`config.mk`:
```
export PLATFORM = sky130hd
export DESIGN_NAME = fuse_pin_reader
export DESIGN_NICKNAME = d
export VERILOG_FILES = /design/src/rtl/fuse_rd_pkg.sv /design/src/rtl/fuse_rd_array.sv /design/src/rtl/fuse_rd_capture.sv /design/src/rtl/fuse_rd_regs.sv /design/src/rtl/fuse_pin_reader.sv
export SDC_FILE = /design/constraint.sdc
export NUM_CORES = 1
export LEC_CHECK = 0
export BUFFER_PORTS_ARGS = -buffer_cell sky130_fd_sc_hd__buf_2
export CAP_MARGIN = 0
export CORE_MARGIN = 3
export CORE_UTILIZATION = 40
export CTS_CLUSTER_DIAMETER = 60
export CTS_CLUSTER_SIZE = 10
export DETAILED_ROUTE_END_ITERATION = 16
export MAX_ROUTING_LAYER = met4
export PLACE_DENSITY_LB_ADDON = 0.25
export SKIP_LAST_GASP = 1
export SLEW_MARGIN = 10
export SYNTH_ARGS = -nofsm -noshare
export SYNTH_HDL_FRONTEND = slang
export SYNTH_SLANG_ARGS = --single-unit
```
`constraint.sdc`:
```
create_clock -name clk -period 2.5 [get_ports clk]
set_input_delay 0.125 -clock clk [delete_from_list [all_inputs] [get_ports clk]]
set_output_delay 0.125 -clock clk [all_outputs]
set_load 0.02 [all_outputs]
```
`src/rtl/fuse_rd_pkg.sv`:
```
package fuse_rd_pkg;

    localparam int DATA_W  = 32;
    localparam int BUS_AW  = 8;
    localparam int FUSE_AW = 10;
    localparam int BYTE_W  = 8;

    // Control word bit positions (decoded by the fuse macro pins)
    localparam int SEL_N_BIT  = 0;
    localparam int STROBE_BIT = 1;
    localparam int LOAD_BIT   = 2;
    localparam int PGEN_N_BIT = 3;
    localparam int ADDR_LSB   = 6;
    localparam int ADDR_MSB   = ADDR_LSB + FUSE_AW - 1;

    localparam logic [BUS_AW-1:0] OFS_CTRL = 8'h00;
    localparam logic [BUS_AW-1:0] OFS_DOUT = 8'h04;

    // Standby: select and program enable both deasserted (high)
    localparam logic [DATA_W-1:0] CTRL_RESET =
        DATA_W'((1 << SEL_N_BIT) | (1 << PGEN_N_BIT));

    typedef struct packed {
        logic               sel_n;
        logic               strobe;
        logic               load;
        logic               pgen_n;
        logic [FUSE_AW-1:0] addr;
    } pins_t;

    typedef enum logic [1:0] {
        MODE_STANDBY,
        MODE_READ,
        MODE_PROGRAM,
        MODE_IDLE
    } mode_t;

    function automatic pins_t unpack_ctrl(input logic [DATA_W-1:0] w);
        pins_t p;
        p.sel_n  = w[SEL_N_BIT];
        p.strobe = w[STROBE_BIT];
        p.load   = w[LOAD_BIT];
        p.pgen_n = w[PGEN_N_BIT];
        p.addr   = w[ADDR_MSB:ADDR_LSB];
        return p;
    endfunction

    function automatic mode_t decode_mode(input pins_t p);
        mode_t m;
        if (p.sel_n)
            m = MODE_STANDBY;
        else if (!p.pgen_n)
            m = MODE_PROGRAM;
        else if (p.load)
            m = MODE_READ;
        else
            m = MODE_IDLE;
        return m;
    endfunction

    // Constant content of the behavioural fuse array
    function automatic logic [BYTE_W-1:0] fuse_pattern(input logic [FUSE_AW-1:0] a);
        logic [BYTE_W-1:0] lo;
        lo = BYTE_W'(a * 10'd37);
        return (lo + BYTE_W'(a[FUSE_AW-1:8])) ^ 8'h5A;
    endfunction

endpackage

```
`src/rtl/fuse_rd_array.sv`:
```
module fuse_rd_array
    import fuse_rd_pkg::*;
#(
    parameter int AW = FUSE_AW,
    parameter int DW = BYTE_W
) (
    input  logic [AW-1:0] addr,
    output logic [DW-1:0] data
);

    // Read-only array: contents fixed by the package pattern
    always_comb begin
        data = DW'(fuse_pattern(FUSE_AW'(addr)));
    end

endmodule

```
`src/rtl/fuse_rd_capture.sv`:
```
module fuse_rd_capture
    import fuse_rd_pkg::*;
#(
    parameter int DW = DATA_W,
    parameter int AW = FUSE_AW,
    parameter int BW = BYTE_W
) (
    input  logic          clk,
    input  logic          rst,
    input  logic [DW-1:0] ctrl_word,
    input  logic [BW-1:0] fuse_byte,
    output logic [AW-1:0] fuse_addr,
    output logic [DW-1:0] dout_word
);

    pins_t         pins;
    mode_t         mode;
    logic          strobe_prev;
    logic          strobe_rise;
    logic [BW-1:0] held_byte;
    logic          unused_ctrl_bits;

    assign pins             = unpack_ctrl(ctrl_word);
    assign mode             = decode_mode(pins);
    assign fuse_addr        = AW'(pins.addr);
    assign strobe_rise      = pins.strobe & ~strobe_prev;
    assign unused_ctrl_bits = ^{ctrl_word[DW-1:ADDR_MSB+1], ctrl_word[ADDR_LSB-1:PGEN_N_BIT+1]};

    always_ff @(posedge clk) begin
        if (rst) begin
            strobe_prev <= 1'b0;
            held_byte   <= '0;
        end else begin
            strobe_prev <= pins.strobe;
            if (strobe_rise && mode == MODE_READ)
                held_byte <= fuse_byte;
        end
    end

    assign dout_word = {{(DW-BW){1'b0}}, held_byte};

endmodule

```
`src/rtl/fuse_rd_regs.sv`:
```
module fuse_rd_regs
    import fuse_rd_pkg::*;
#(
    parameter int AW = BUS_AW,
    parameter int DW = DATA_W
) (
    input  logic          clk,
    input  logic          rst,
    input  logic [AW-1:0] bus_addr,
    input  logic          bus_we,
    input  logic [DW-1:0] bus_wdata,
    input  logic          bus_re,
    input  logic [DW-1:0] dout_word,
    output logic [DW-1:0] bus_rdata,
    output logic [DW-1:0] ctrl_word
);

    logic [DW-1:0] rd_mux;

    always_comb begin
        case (bus_addr)
            AW'(OFS_CTRL): rd_mux = ctrl_word;
            AW'(OFS_DOUT): rd_mux = dout_word;
            default:       rd_mux = '0;
        endcase
    end

    always_ff @(posedge clk) begin
        if (rst) begin
            ctrl_word <= DW'(CTRL_RESET);
            bus_rdata <= '0;
        end else begin
            if (bus_we && bus_addr == AW'(OFS_CTRL))
                ctrl_word <= bus_wdata;
            if (bus_re)
                bus_rdata <= rd_mux;
        end
    end

endmodule

```
`src/rtl/fuse_pin_reader.sv`:
```
module fuse_pin_reader
    import fuse_rd_pkg::*;
#(
    parameter int AW  = BUS_AW,
    parameter int DW  = DATA_W,
    parameter int FAW = FUSE_AW,
    parameter int BW  = BYTE_W
) (
    input  logic          clk,
    input  logic          rst,
    input  logic [AW-1:0] bus_addr,
    input  logic          bus_we,
    input  logic [DW-1:0] bus_wdata,
    input  logic          bus_re,
    output logic [DW-1:0] bus_rdata
);

    logic [DW-1:0]  ctrl_word;
    logic [DW-1:0]  dout_word;
    logic [FAW-1:0] fuse_addr;
    logic [BW-1:0]  fuse_byte;

    fuse_rd_regs #(.AW(AW), .DW(DW)) u_regs (
        .clk       (clk),
        .rst       (rst),
        .bus_addr  (bus_addr),
        .bus_we    (bus_we),
        .bus_wdata (bus_wdata),
        .bus_re    (bus_re),
        .dout_word (dout_word),
        .bus_rdata (bus_rdata),
        .ctrl_word (ctrl_word)
    );

    fuse_rd_capture #(.DW(DW), .AW(FAW), .BW(BW)) u_capture (
        .clk       (clk),
        .rst       (rst),
        .ctrl_word (ctrl_word),
        .fuse_byte (fuse_byte),
        .fuse_addr (fuse_addr),
        .dout_word (dout_word)
    );

    fuse_rd_array #(.AW(FAW), .DW(BW)) u_array (
        .addr (fuse_addr),
        .data (fuse_byte)
    );

endmodule

```
# --- Word level (Yosys, flattened, before mapping) ---
# Cells that the tools add are included.
op_classes:
  div: 0
  n_mux: 4
  n_eq_ne: 2
  n_addsub: 1
  bitwise_logic: 3
  reduce_logical: 3
  n_mul: 1
  n_shift: 0
  n_lt_le_gt_ge: 0
ops:
  columns: ["op", "count"]
  rows:
  - ["$pmux W32 S2", 1]
  - ["$mul A10 B6 Y8 const B", 1]
  - ["$add A8 B2 Y8", 1]
  - ["$eq A8 B3 Y1 const B", 1]
  - ["$logic_not A8 Y1", 1]
  - ["$mux W2", 3]
  - ["$not A4 Y4", 1]
  - ["$eq A2 B1 Y1 const B", 1]
  - ["$logic_and A1 B1 Y1", 2]
  - ["$and A1 B1 Y1", 1]
  - ["$not A1 Y1", 1]
word_totals:
  wordCells: 18
  output_inout_bits: 32
  latchBits: 0
  inputBits: 44
  n_memories: 0
  mem_bits_rw: 0
  reg_bits: 73
  romBits: 0

# --- Depth between registers and ports, before layout ---
depth:
  word_depth: 5
  ltp_mapped: 10
  depth_no_buf: 10

# --- Hierarchy ---
# A second synthesis with hierarchy kept.
hier_totals:
  hier_cells: 437
  area_unflattened_um2: 4207.8
by_module_without_submodules:
  columns: ["mod", "cells_each", "area_per_inst_um2", "seq_area_each_um2", "instances"]
  rows:
  - ["fuse_rd_regs", 322, 3106.7, 1281.2, 1]
  - ["fuse_rd_capture", 72, 675.6, 180.2, 1]
  - ["fuse_rd_array", 43, 425.4, 0.0, 1]

# --- Least setup slack after synthesis ---
# No wires, ideal clock.
synth_path:
  path_kind: "register to register"
  startpoint: "register u_regs.ctrl_word[10]"
  endpoint: "register u_capture.held_byte[7]"
  setup_ns: 0.086
  arrival_time_ns: 2.111
  path_slack_ns: 0.304
  stages_incl_launch_ff: 8
  path_buffers: 0
  period_less_slack_ns: 2.196
  path_cell_list: "dfxtp_1 ha_1 ha_1 fa_1 ha_1 a21oi_1 xnor2_1 a211oi_1"
synth_between:
  elab_chain_len: 2
synth_rtl:
  columns: ["element", "line_no", "rtl"]
  rows:
  - ["start, declared", "fuse_rd_regs.sv:15", "output logic [DW-1:0] ctrl_word"]
  - ["start signal, assigned", "fuse_rd_regs.sv:30", "ctrl_word <= DW'(CTRL_RESET);"]
  - ["start signal, assigned", "fuse_rd_regs.sv:34", "ctrl_word <= bus_wdata;"]
  - ["$mul A10 B6 Y8", "fuse_rd_pkg.sv:64", "lo = BYTE_W'(a * 10'd37);"]
  - ["$add A8 B2 Y8", "fuse_rd_pkg.sv:65", "return (lo + BYTE_W'(a[FUSE_AW-1:8])) ^ 8'h5A;"]
  - ["end signal, assigned", "fuse_rd_capture.sv:36", "held_byte <= fuse_byte;"]
  - ["end, declared", "fuse_rd_capture.sv:20", "logic [BW-1:0] held_byte;"]
# No other way between the ends.
# A chain may end at the register's enable or synchronous reset.

# --- Final worst setup path ---
layout_path:
  startpoint: "register u_regs.ctrl_word[8]"
  endpoint: "register u_capture.held_byte[6]"
layout_between:
  elab_chain_len: 3
layout_rtl:
  columns: ["element", "line_no"]
  rows:
  - ["$mul A10 B6 Y8", "fuse_rd_pkg.sv:64"]
  - ["$add A8 B2 Y8", "fuse_rd_pkg.sv:65"]
  - ["$not A4 Y4 (no source line)", null]
# No other way between the ends.

==> impl_results.md <==
* Number of distinct library cell variants in the gate-level netlist after synthesis at 28
* Number of cell instances on the worst register-to-register path at 10
* Max Clock Skew at about 0.0082 ns
* Hold WS at 0.0188 ns
* Max-slew violation total from the final report at 0
* Worst Hold Depth at 3
* DIE WIDTH at 97.0 um
* Worst rel slew slack at 0.517
* Sum of net half-perimeters after detailed placement at roughly 5000 um
* Vias per inst at roughly 4.8
* Area of the mapped netlist at 3310 um^2
* Routed wire per std cell at approximately 13 um
* WP data required at between 2 and 3 ns
* DRC marker count from the first detailed-route iteration at between 100 and 150
* Number of DRC violations after detailed routing at 0
* Endpoint of the lowest-slack register-to-register path: u_capture.held_byte[6]$_SDFFE_PP0P_
* Worst R2R Start: u_regs.ctrl_word[8]$_SDFFE_PP0P_
* Part of the Yosys area used for sequential elements at 0.441
* Total met3 wirelength after detailed routing at ~360 um
* IR Drop Worst-Case VDD at ~0.36 mV
* Most numerous cell on the critical path: ha_1
* Number of max-cap violations at 0
* Number of nets still failing antenna checks after routing at 0
* Yosys warning count at 0
* Maximum clock path buffer count at 2
* DR top layer: met4
* Vertical extent of the die at approximately 97 um
* Clock transition at path regs at about 0.07 ns
* CTS Sinks at 73
* Crit. Startpoint: u_regs.ctrl_word[8]$_SDFFE_PP0P_
* Launching element type of the critical path: register
* Setup violators final at 0
* Path category of the worst min-delay check: in2reg
* Via count of the first global-routing pass at ~2,600
* # rows at 32
* Worst setup path category: reg2reg
* Area taken by flip-flops and latches at roughly 1500 um^2
* Core ar. at slightly below 8000 um^2
* Ratio of final minimum period to clock period at 0.918
* Synthesized area per cell at between 9 and 10 um^2
* Number of levels the H-tree was split into at 3
* Initial antenna violation count at 0
* Remaining Overflow, GRT at 0
* Worst-case hold path end point: u_regs.ctrl_word[25]$_SDFFE_PP0P_
* Cells along the critical path: ha_1, ha_1, ha_1, inv_1, fa_1, inv_1, a21o_1, a21oi_1, xnor2_1, a211oi_1
* First-pass GRT wire length at roughly 12,000 um
* Arrival time at the worst endpoint at approximately 2.6 ns
* Overall fraction of global-route tracks in use at 0.161
* Layout fillers at 770
* Cells after synthesis at ~370
* Total of buffers placed on input and output ports at between 70 and 80
* Multi-input gate area at about 1700 um^2
* Setup TNS after final layout at 0 ns
* Post-detailed-routing wire length at slightly above 7000 um
* Post-synthesis sequential element count at between 70 and 80
* Maximum single-stage delay on the critical path at 0.42 ns
* Outcome: finished clean
* Highest clock frequency the design can meet at 436 MHz
* Detailed-route wire length on metal 1 at 3550 um
* Endpoints failing hold at 0
* Highest fanout seen on the critical path at 5
* IO Pins at 76
* Layout area overhead at 21.8%
* Initial core utilization at 0.420
* Fraction of layout cells with a size suffix above 1 at 0.361
* Number of search-and-repair iterations in the first detailed-routing pass at 4
* Met2 Routed Length at 3190 um
* Nets at 510
* Pin count of the biggest net entering global routing at 45
* Total power divided by cell area at approximately 550 nW/um^2
* Reported leakage power at 1.68 nW
* Hold_sp: bus_wdata[25]
* Syn nets at 430
* Cell at the root of the clock tree: clkbuf_8
* Capturing element type of the critical path: register
* Die Outline Area at about 9400 um^2
* Post-route minimum period at ~2.3 ns
* Number of buffers created by CTS at 9
* FF-to-FF setup slack at ~0.20 ns
* Actual transition at the worst max-transition pin at approximately 0.72 ns
* CTS tree: built
* Number of vias in the routed layout at between 2,000 and 3,000
* Placer's final routability congestion estimate at slightly below 0.8
* Cell with the largest stage delay on the worst path: dfxtp_1
* Diodes inserted at 0
* Setup repair after global routing missed its margin: no
* Clock insertion delay at the later pin of the skew report at between 0.3 and 0.4 ns
==> layout make-up <==
cell class	count	area share
multi-input cells	266	0.424
flip-flops and latches	73	0.363
repair buffers	91	0.128
clock buffers	13	0.0394
well taps	102	0.0317
clock inverters	2	0.00931
inverters	4	0.00372
==> worst max-delay path by stage <==
stage	end
2_1_floorplan	u_capture.held_byte[7]$_SDFFE_PP0P_
3_3_place_gp	u_capture.held_byte[7]$_SDFFE_PP0P_
3_5_place_dp	u_capture.held_byte[7]$_SDFFE_PP0P_
4_1_cts	u_capture.held_byte[7]$_SDFFE_PP0P_
5_1_grt	u_capture.held_byte[7]$_SDFFE_PP0P_
6_report	u_capture.held_byte[6]$_SDFFE_PP0P_
==> timing repair <==
| item | in CTS | in global routing |
|---|---|---|
| hold buffers | 4 | 0 |
| endpoints found under the setup margin | 0 | 1 |
| gates resized for setup | 0 | 2 |
| endpoints found under the hold margin | 4 | 0 |
| setup buffers | 0 | 0 |
==> cell usage in the layout, fill, tap and decap left out, types with 2 or more instances in the layout <==
cell           Yosys  final
a21o_1             2      2
ha_1              19     19
nor2b_1           25     25
buf_4              0     11
clkbuf_1          18      2
buf_2              0     75
nand2_2           28     28
dfxtp_1           73     71
dfxtp_2            0      2
mux2i_1            4      4
nor2_1            42     42
a21oi_1           29     29
clkbuf_8           0     11
nand2_1           55     55
a311oi_1           8      8
a211oi_1           5      5
a21oi_2           28     28
inv_1              4      4
fa_1               2      2
nand3b_1           2      2
dlygate4sd3_1      0      4
xnor2_1            9      9
==> where the power goes <==
group          total (mW)  switching, mW  internal (mW)  leakage [nW]
clock               0.920          0.409          0.511        0.0957
combinational       0.115         0.0684         0.0467         0.990
sequential           1.17        0.00364           1.17         0.590
==> cells in the mapped netlist, drive strengths merged <==
cell	number	area, um^2
nand2	83	382
dfxtp	73	1460
a21oi	57	390
nor2	42	158
nor2b	25	156
ha	19	238
clkbuf	18	67.6
xnor2	9	78.8
a311oi	8	70.1
a211oi	5	37.5
buf	4	66.3
inv	4	15.0
mux2i	4	40.0
a21o	2	15.0
fa	2	40.0
nand3b	2	15.0
and2	1	6.26
nand4b	1	8.76
nor3	1	5.00
nor4	1	12.5
nor4b	1	23.8
o21ai	1	5.00
o21bai	1	7.51
or4	1	11.3
==> state kept, by name, summed over array words and instances, names as in the netlist <==
register,flops
u_capture.strobe_prev,1
u_regs.ctrl_word,32
u_capture.held_byte,8
u_regs.bus_rdata,32
==> worst max-delay path, delay by kind of cell, from the launching register on <==
kind | cells | cell delay [ns]
flops | 1 | 0.42
compound gates | 3 | 0.39
xor+xnor | 1 | 0.13
buf+inv | 2 | 0.13
fa+ha+maj | 4 | 1.14
==> per-layer routing <==
layer  GRT usage  up-vias
met2       0.250       58
met1       0.204     1196
met4      0.0518        0
met5           -        -
met3      0.0433        7
li1            -     1369
==> metrics by stage <==
| step | std cells | utilization | instance area (um^2) | worst slack (ns) | total power, mW |
|---|---|---|---|---|---|
| 3_3_place_gp | 532 | 0.481 | 3790 | 0.234 | 1.31 |
| 3_5_place_dp | 532 | 0.481 | 3790 | 0.216 | 1.31 |
| 6_report | 551 | 0.511 | 4030 | 0.204 | 2.21 |
| 5_1_grt | 551 | 0.511 | 4030 | 0.0266 | 2.29 |
| 2_1_floorplan | 365 | - | 3310 | 0.304 | 1.25 |
| 4_1_cts | 551 | 0.511 | 4030 | 0.190 | 2.24 |
==> kinds of logic after synthesis <==
logic type,count (synthesis),synth area share
xor+xnor,9,0.0238
buf+inv,26,0.0450
simple gates,158,0.235
flops,73,0.441
fa+ha+maj,21,0.0839
compound gates,74,0.159
mux,4,0.0121
Power figures use the tool's default switching activity.
